===== src/rtl/rsu_pkg.sv =====
package rsu_pkg;

  typedef enum logic [3:0] {
    OP_RLC  = 4'd0,
    OP_RRC  = 4'd1,
    OP_RL   = 4'd2,
    OP_RR   = 4'd3,
    OP_SLA  = 4'd4,
    OP_SRA  = 4'd5,
    OP_SWAP = 4'd6,
    OP_SRL  = 4'd7,
    OP_BTST = 4'd8,
    OP_BCLR = 4'd9,
    OP_BSET = 4'd10,
    OP_ARLC = 4'd11,
    OP_ARRC = 4'd12,
    OP_ARL  = 4'd13,
    OP_ARR  = 4'd14,
    OP_IDLE = 4'd15
  } rsu_op_e;

  typedef struct packed {
    logic z;
    logic n;
    logic h;
    logic c;
  } rsu_flags_t;

  // accumulator-only rotate forms
  function automatic logic is_acc_rot(input rsu_op_e op);
    return (op == OP_ARLC) || (op == OP_ARRC) || (op == OP_ARL) || (op == OP_ARR);
  endfunction

  // prefixed shift/rotate/swap page
  function automatic logic is_prefixed_shift(input rsu_op_e op);
    return op <= OP_SRL;
  endfunction

  // map an accumulator rotate onto its prefixed data path
  function automatic rsu_op_e to_prefixed(input rsu_op_e op);
    rsu_op_e m;
    case (op)
      OP_ARLC: m = OP_RLC;
      OP_ARRC: m = OP_RRC;
      OP_ARL:  m = OP_RL;
      OP_ARR:  m = OP_RR;
      default: m = op;
    endcase
    return m;
  endfunction

endpackage


===== src/rtl/rsu_shift_path.sv =====
module rsu_shift_path
  import rsu_pkg::*;
#(
  parameter int DATA_W = 8
) (
  input  logic [DATA_W-1:0] opd_i,
  input  logic              carry_i,
  input  rsu_op_e           sel_i,
  output logic [DATA_W-1:0] res_o,
  output logic              carry_o
);

  localparam int HALF_W = DATA_W / 2;

  function automatic logic [DATA_W-1:0] move_up(input logic [DATA_W-1:0] v, input logic fill);
    return {v[DATA_W-2:0], fill};
  endfunction

  function automatic logic [DATA_W-1:0] move_down(input logic [DATA_W-1:0] v, input logic fill);
    return {fill, v[DATA_W-1:1]};
  endfunction

  function automatic logic [DATA_W-1:0] swap_halves(input logic [DATA_W-1:0] v);
    return {v[HALF_W-1:0], v[DATA_W-1:HALF_W]};
  endfunction

  logic top_bit;
  logic low_bit;

  assign top_bit = opd_i[DATA_W-1];
  assign low_bit = opd_i[0];

  always_comb begin
    res_o   = opd_i;
    carry_o = 1'b0;
    case (sel_i)
      OP_RLC:  begin res_o = move_up(opd_i, top_bit);     carry_o = top_bit; end
      OP_RL:   begin res_o = move_up(opd_i, carry_i);     carry_o = top_bit; end
      OP_SLA:  begin res_o = move_up(opd_i, 1'b0);        carry_o = top_bit; end
      OP_RRC:  begin res_o = move_down(opd_i, low_bit);   carry_o = low_bit; end
      OP_RR:   begin res_o = move_down(opd_i, carry_i);   carry_o = low_bit; end
      OP_SRA:  begin res_o = move_down(opd_i, top_bit);   carry_o = low_bit; end
      OP_SRL:  begin res_o = move_down(opd_i, 1'b0);      carry_o = low_bit; end
      OP_SWAP: begin res_o = swap_halves(opd_i);          carry_o = 1'b0;    end
      default: begin res_o = opd_i;                       carry_o = 1'b0;    end
    endcase
  end

  // carry out of any moving operation is one of the operand's edge bits
  always_comb begin
    if ((sel_i <= OP_SRL) && (sel_i != OP_SWAP)) begin
      assert_cout_edge_R1: assert (carry_o == top_bit || carry_o == low_bit)
        else $error("carry out is not an edge bit");
    end
    if (sel_i == OP_SWAP) begin
      assert_swap_ones_R6: assert ($countones(res_o) == $countones(opd_i))
        else $error("nibble exchange changed the bit count");
    end
  end

endmodule


===== src/rtl/rsu_bit_path.sv =====
module rsu_bit_path #(
  parameter int DATA_W = 8,
  localparam int IDX_W = $clog2(DATA_W)
) (
  input  logic [DATA_W-1:0] opd_i,
  input  logic [IDX_W-1:0]  idx_i,
  output logic              bit_zero_o,
  output logic [DATA_W-1:0] cleared_o,
  output logic [DATA_W-1:0] setbit_o
);

  logic [DATA_W-1:0] sel_mask;

  for (genvar b = 0; b < DATA_W; b++) begin : g_mask
    assign sel_mask[b] = (idx_i == IDX_W'(b));
  end

  assign bit_zero_o = ~|(opd_i & sel_mask);
  assign cleared_o  = opd_i & ~sel_mask;
  assign setbit_o   = opd_i | sel_mask;

  always_comb begin
    assert_one_hot_R8: assert ($onehot0(sel_mask) && (sel_mask != '0))
      else $error("bit select is not one-hot");
    assert_clr_low_R8: assert (cleared_o[idx_i] == 1'b0)
      else $error("cleared bit still set");
    assert_set_high_R8: assert (setbit_o[idx_i] == 1'b1)
      else $error("set bit still clear");
    assert_pair_diff_R8: assert ($countones(cleared_o ^ setbit_o) == 1)
      else $error("clear and set differ in more than the chosen bit");
  end

endmodule


===== src/rtl/rsu_top.sv =====
module rsu_top
  import rsu_pkg::*;
#(
  parameter int DATA_W = 8,
  localparam int IDX_W = $clog2(DATA_W)
) (
  input  logic [DATA_W-1:0] opd_i,
  input  logic              carry_i,
  input  logic [3:0]        op_i,
  input  logic [IDX_W-1:0]  idx_i,
  output logic [DATA_W-1:0] res_o,
  output logic              flag_z_o,
  output logic              flag_n_o,
  output logic              flag_h_o,
  output logic              flag_c_o,
  output logic              upd_z_o,
  output logic              upd_n_o,
  output logic              upd_h_o,
  output logic              upd_c_o,
  output logic              wr_en_o
);

  rsu_op_e           op;
  rsu_op_e           path_sel;
  logic              acc_form;
  logic              shift_form;
  logic [DATA_W-1:0] sh_res;
  logic              sh_carry;
  logic              tst_zero;
  logic [DATA_W-1:0] clr_res;
  logic [DATA_W-1:0] set_res;
  rsu_flags_t        flg;
  rsu_flags_t        upd;

  assign op         = rsu_op_e'(op_i);
  assign acc_form   = is_acc_rot(op);
  assign shift_form = is_prefixed_shift(op) || acc_form;
  assign path_sel   = to_prefixed(op);

  rsu_shift_path #(.DATA_W(DATA_W)) shift_i (
    .opd_i   (opd_i),
    .carry_i (carry_i),
    .sel_i   (path_sel),
    .res_o   (sh_res),
    .carry_o (sh_carry)
  );

  rsu_bit_path #(.DATA_W(DATA_W)) bits_i (
    .opd_i      (opd_i),
    .idx_i      (idx_i),
    .bit_zero_o (tst_zero),
    .cleared_o  (clr_res),
    .setbit_o   (set_res)
  );

  always_comb begin
    res_o   = opd_i;
    flg     = '0;
    upd     = '0;
    wr_en_o = 1'b0;
    if (shift_form) begin
      res_o   = sh_res;
      flg.z   = acc_form ? 1'b0 : (sh_res == '0);
      flg.c   = sh_carry;
      upd     = '1;
      wr_en_o = 1'b1;
    end else begin
      case (op)
        OP_BTST: begin
          flg.z = tst_zero;
          flg.h = 1'b1;
          upd   = '{z: 1'b1, n: 1'b1, h: 1'b1, c: 1'b0};
        end
        OP_BCLR: begin res_o = clr_res; wr_en_o = 1'b1; end
        OP_BSET: begin res_o = set_res; wr_en_o = 1'b1; end
        default: ;
      endcase
    end
  end

  assign flag_z_o = flg.z;
  assign flag_n_o = flg.n;
  assign flag_h_o = flg.h;
  assign flag_c_o = flg.c;
  assign upd_z_o  = upd.z;
  assign upd_n_o  = upd.n;
  assign upd_h_o  = upd.h;
  assign upd_c_o  = upd.c;

  always_comb begin
    if (shift_form) begin
      assert_nh_clear_R4: assert (!flag_n_o && !flag_h_o && upd_z_o && upd_c_o && wr_en_o)
        else $error("shift group flag or enable mismatch");
    end
    if (acc_form) begin
      assert_acc_zclear_R5: assert (!flag_z_o)
        else $error("accumulator rotate reported Z");
    end
    if (op == OP_BTST) begin
      assert_btst_quiet_R7: assert (!wr_en_o && !upd_c_o && flag_h_o && res_o == opd_i)
        else $error("bit test wrote or touched carry");
    end
    if (op == OP_BCLR || op == OP_BSET) begin
      assert_bitop_noflag_R8: assert (!upd_z_o && !upd_n_o && !upd_h_o && !upd_c_o)
        else $error("bit clear/set raised a flag enable");
    end
    if (op == OP_IDLE) begin
      assert_idle_quiet_R9: assert (!wr_en_o && !upd_z_o && !upd_c_o && res_o == opd_i)
        else $error("idle code had an effect");
    end
    assert_gated_flags_R10: assert ((upd_c_o || !flag_c_o) && (upd_z_o || !flag_z_o)
                                    && (upd_h_o || !flag_h_o))
      else $error("flag driven while its enable is low");
  end

endmodule


===== config.mk =====
export PLATFORM = sky130hd
export DESIGN_NAME = rsu_top
export DESIGN_NICKNAME = d
export VERILOG_FILES = /design/src/rtl/rsu_pkg.sv /design/src/rtl/rsu_shift_path.sv /design/src/rtl/rsu_bit_path.sv /design/src/rtl/rsu_top.sv
export SDC_FILE = /design/constraint.sdc
export NUM_CORES = 1
export LEC_CHECK = 0
export ABC_AREA = 1
export ABC_CLOCK_PERIOD_IN_PS = 4000
export CORE_MARGIN = 4
export CORE_UTILIZATION = 51
export DETAILED_ROUTE_END_ITERATION = 8
export GPL_ROUTABILITY_DRIVEN = 0
export PLACE_DENSITY = 0.91
export SYNTH_ARGS = -nofsm -noshare
export SYNTH_HDL_FRONTEND = slang
export SYNTH_SLANG_ARGS = --single-unit

===== constraint.sdc =====
create_clock -name vclk -period 4
set_clock_uncertainty 0.2 [all_clocks]
set_input_delay 0.8 -clock vclk [all_inputs]
set_output_delay 0.8 -clock vclk [all_outputs]
set_load 0.05 [all_outputs]

Word-level counts from Yosys, hierarchy flattened
Cells that the tools add are included.
{ "totals": {"ff_bits": 0, "latch_bits": 0, "ramBits": 0, "romBits": 0, "in_bits": 16, "output_inout_bits": 17, "elab_cells": 53, "mem_count": 0} }
{ "op_classes": {"n_addsub": 0, "n_mul": 0, "div": 0, "magnitude_cmp": 1, "eq_ne": 21, "n_shift": 0, "muxes": 15, "n_bitwise": 4, "reduce_logical": 12} }
{ "op_table": {"columns": ["operator", "count"], "rows": [
  ["case mux 8 bit (8 select lines)", 1],
  ["equality test 4 bit (second input constant)", 7],
  ["bitwise AND 8 bit", 2],
  ["equality test 4 x 3 -> 1 bit (second input constant)", 4],
  ["case mux 4 bit (4 select lines)", 1],
  ["case mux 8 bit (2 select lines)", 1],
  ["equality test 3 bit (second input constant)", 4],
  ["equality test 4 x 2 -> 1 bit (second input constant)", 2],
  ["logical NOT 8 bit", 1],
  ["two-way mux 1 bit", 8],
  ["two-way mux 4 bit", 2],
  ["two-way mux 8 bit", 1],
  ["NOT 8 bit", 1],
  ["bitwise OR 8 bit", 1],
  ["OR reduction 8 bit", 1],
  ["equality test 3 x 2 -> 1 bit (second input constant)", 2],
  ["equality test 4 x 1 -> 1 bit (second input constant)", 1],
  ["<= comparator 4 x 3 -> 1 bit (second input constant)", 1],
  ["logical NOT 4 bit", 1],
  ["logical OR 1 bit", 4],
  ["OR reduction 4 bit", 1],
  ["equality test 3 x 1 -> 1 bit (second input constant)", 1],
  ["logical NOT 3 bit", 1],
  ["OR reduction 3 bit", 1],
  ["other kinds (3)", 3]
]} }

Longest topological paths before layout
{ "logic_depth": {"word_depth": 7, "depth_mapped": 15, "depth_no_buf": 14} }

Modules after synthesis
Synthesis repeated with hierarchy kept, for this count alone.
{ "hier_totals": {"hier_cells": 263, "hier_area_um2": 1171.1} }
{ "by_module_without_submodules": {"columns": ["mod", "n_inst", "cells_each", "area_each_um2", "seq_area_each_um2"], "rows": [
  ["rsu_top", 1, 115, 514.2, 0.0],
  ["rsu_shift_path", 1, 88, 396.6, 0.0],
  ["rsu_bit_path", 1, 60, 260.2, 0.0]
]} }

Worst setup path after synthesis
Ideal clock, no wire load.
{ "synth_timing": {"path_kind": "input to output", "from": "in op_i[2]", "to": "out upd_n_o", "arrival_time_ns": 2.670, "required_time_ns": 3.000, "setup_slack_ns": 0.330, "cell_stages": 5, "n_path_buf": 2, "path_cell_list": "buf_6 > inv_1 > nand2_1 > o21ai_0 > buf_4"} }
{ "synth_via": {"elab_chain_cells": 6, "elab_cells_between_ends": 12, "cone_classes": "1 x order compare; 5 x eq/ne; 2 x mux; 4 x reduce/logical"} }
{ "synth_rtl": {"columns": ["item", "line_no", "text"], "rows": [
  ["start, declared", "rsu_top.sv:9", "input logic [3:0] op_i,"],
  ["equality test 4 bit", "rsu_pkg.sv:31", "return (op == OP_ARLC) || (op == OP_ARRC) || (op == OP_ARL) || (op == OP_ARR);"],
  ["logical OR 1 bit (3 in a row)", "rsu_pkg.sv:31", null],
  ["logical OR 1 bit", "rsu_top.sv:37", "assign shift_form = is_prefixed_shift(op) || acc_form;"],
  ["two-way mux 4 bit (*)", "rsu_top.sv:61", "if (shift_form) begin"],
  ["end, declared", "rsu_top.sv:17", "output logic upd_n_o,"]
]} }
Mark *: on every way between the ends. The rest lies on a longest branch, timed or not.

Worst setup path after layout
{ "layout_timing": {"from": "in op_i[1]", "to": "out flag_z_o"} }
{ "layout_via": {"elab_chain_cells": 7, "elab_cells_between_ends": 24, "cone_classes": "1 x order compare; 12 x eq/ne; 5 x mux; 6 x reduce/logical"} }
{ "layout_rtl": {"columns": ["item", "line_no", "text"], "rows": [
  ["equality test 4 bit", "rsu_pkg.sv:31, rsu_pkg.sv:42", null],
  ["case mux 4 bit (4 select lines)", "rsu_pkg.sv:42", "case (op)"],
  ["equality test 4 x 3 -> 1 bit (tied with other cells)", null, null],
  ["case mux 8 bit (8 select lines)", "rsu_shift_path.sv:36", "case (sel_i)"],
  ["logical NOT 8 bit", "rsu_top.sv:63", "flg.z = acc_form ? 1'b0 : (sh_res == '0);"],
  ["two-way mux 1 bit", "rsu_top.sv:63", null],
  ["two-way mux 1 bit (*)", "rsu_top.sv:61", null],
  ["end, declared", "rsu_top.sv:12", "output logic flag_z_o,"]
]} }
Marks and branches as above.

==> results.sh <==
export IMPL_syn_cell_area_sq_um=867
export IMPL_syn_nets=188
export IMPL_endpoint_kind="primary output"
export IMPL_wire_per_inst_um=16.0
export IMPL_drt_initial_drc_count=120
export IMPL_dpl_hpwl_um=2790
export IMPL_start_util_pct=55.6
export IMPL_status="complete, no violations"
export IMPL_firstDrtPassIters=6
export IMPL_core_rowCount=14
export IMPL_endpoint="flag_z_o"
export IMPL_syn_to_final_growth_pct=52.8
export IMPL_total_power_uw=266
export IMPL_core_area_sq_um=1560
export IMPL_synthCells=172
export IMPL_hp_class="input port to primary output"
export IMPL_mostFrequentLayoutCells="nand2_1, inv_1"
export IMPL_synth_yosys_seq_area_share_pct=0
export IMPL_leakage_nw=0.669
export IMPL_startpoint_type="input port"
export IMPL_dieArea_sq_um=2420
export IMPL_timing_final_crit_period_ns=3.86
export IMPL_fp_dieH_um=49.2
export IMPL_hold_buffers=0
export IMPL_yosysWarnings=0
export IMPL_fin_setup_tns_ns=0
export IMPL_n_clock_buffer=0
export IMPL_ir_drop_v=0.000160
export IMPL_final_common_cell="nand2_1"
export IMPL_drv_slew=0
export IMPL_cp_max_fo=8
export IMPL_grt_start_max_net_pins=12
export IMPL_fillers=92
export IMPL_cp_data_arrival_time_ns=2.86
export IMPL_ios=33
export IMPL_grt_pass1_vias=1251
export IMPL_cp_required_ns=3.00
export IMPL_detail_route_antenna_nets=0
export IMPL_track_usage_pct=27.5
export IMPL_worst_pin_slew_ns=1.07
export IMPL_design_seq_count=0
export IMPL_power_density_nw_per_um2=201
export IMPL_vias=1375
export IMPL_final_hold_viol_count=0
export IMPL_worst_slack_ns=0.143
export IMPL_finalSetupViolCount=0
export IMPL_drive_above_1_share_pct=16.4
export IMPL_fin_crit_sh_pct=96.4
export IMPL_drcViolationCount=0
export IMPL_fmax_mhz=259
export IMPL_critPathLaunch="op_i[1]"
export IMPL_place_ws_ns=0.0789
export IMPL_seqCellArea_sq_um=0
export IMPL_grt_ovfl_total=0
export IMPL_final_nets=219
export IMPL_grt_antenna_before_repair=0
export IMPL_rsz0062_at_grt="false"
export IMPL_slew_headroom_pct=27.6
export IMPL_synthDistinctLibCells=27
export IMPL_synth_avg_cell_area_sq_um=5.04
export IMPL_dieWidth_um=49.2
export IMPL_vias_per_cell=6.34
export IMPL_cap_violations=0
export IMPL_io_buffers=32
export IMPL_worstSetupPathType="input port to primary output"
export IMPL_wirelength_um=3470
export IMPL_grt_first_pass_wirelength_um=5430
export IMPL_diodes=0
-- layout make-up --
type	count	area [sq um]	share of cell area, %
Inverter	26	97.6	7.37
Multi-Input combinational cell	140	719	54.3
Tap cell	16	20.0	1.51
Timing Repair Buffer	35	488	36.8
-- repair_timing --
item / 4_1_cts / 5_1_grt
buffers inserted: 0 / 0
setup endpoints to repair: 0 / 2
gates resized for setup: 0 / 3
-- kinds of logic after synthesis --
group                  Yosys count  share of synthesized area [%]
AND/OR/NAND/NOR                100                           56.0
AO/OA/AOI/OAI                   39                           26.6
buffers and inverters           32                           17.0
other                            1                          0.432
-- power by group --
part | switching [mW] | internal [mW] | total (mW) | leakage, nW
Combinational | 0.159 | 0.107 | 0.266 | 0.669
Sequential | 0 | 0 | 0 | 0
Clock | 0 | 0 | 0 | 0
-- per-layer routing --
metal / GRT usage, % / wire length, um / share of wire, %
met1: 34.2 / 1240 / 36
met2: 46.4 / 1630 / 47
met3: 2.14 / 411 / 12
met4: 14.7 / 184 / 5.3
met5: 0 / 0 / 0
-- per-stage QoR --
step / instance area, sq um / std cells / hold WS, ns / utilization [%]
floorplan: 867 / 172 / 1.70 / -
global route: 1330 / 217 / 2.23 / 85.0
global placement: 1320 / 217 / 2.29 / 84.5
detailed placement: 1320 / 217 / 2.29 / 84.5
finish: 1330 / 217 / 2.15 / 85.0
CTS: 1320 / 217 / 2.30 / 84.5
-- Yosys cell counts --
library cell,number,area [sq um]
o211ai_1,1,7.51
buf_4,3,22.5
nor3_1,9,45.0
nor3_4,1,16.3
or2_2,1,6.26
o21a_1,1,7.51
a32oi_1,1,8.76
a211oi_1,2,15.0
nand4_1,5,31.3
nand3_2,3,30.0
a221oi_1,3,26.3
nand2_4,1,11.3
conb_1,1,3.75
a21oi_1,14,70.1
nand3_4,1,17.5
inv_2,2,7.51
nand2_1,46,173
o21ai_0,12,60.1
nor2_2,2,12.5
nand3_1,13,65.1
nand2_2,4,25.0
buf_6,2,22.5
nor2_1,14,52.6
buf_2,1,5.00
a22oi_1,4,30.0
inv_1,24,90.1
o21ai_1,1,5.00
-- worst min path at each step --
| stage | end | start | slack (ns) | cells after the start |
|---|---|---|---|---|
| final | res_o[5] | op_i[3] | 2.15 | 5 |
| after global routing | res_o[0] | op_i[2] | 2.23 | 6 |
| after CTS | res_o[0] | carry_i | 2.30 | 6 |
| after detailed placement | res_o[0] | carry_i | 2.29 | 6 |
| after global placement | res_o[0] | carry_i | 2.29 | 6 |
| after floorplan | upd_c_o | op_i[3] | 1.70 | 2 |
-- worst max-delay path: stages --
cell             delay (ns)
clkdlybuf4s50_1        0.56
nand2_2                0.10
inv_1                  0.10
nand2_2                0.09
nand3_2                0.15
buf_4                  0.20
nand2_4                0.05
nand2_2                0.07
nand4_1                0.12
nor2_1                 0.12
nand2_1                0.07
nor2_2                 0.10
nand3_1                0.07
nand2_1                0.10
buf_12                 0.14
No activity file was read; power rests on OpenSTA's default activity.
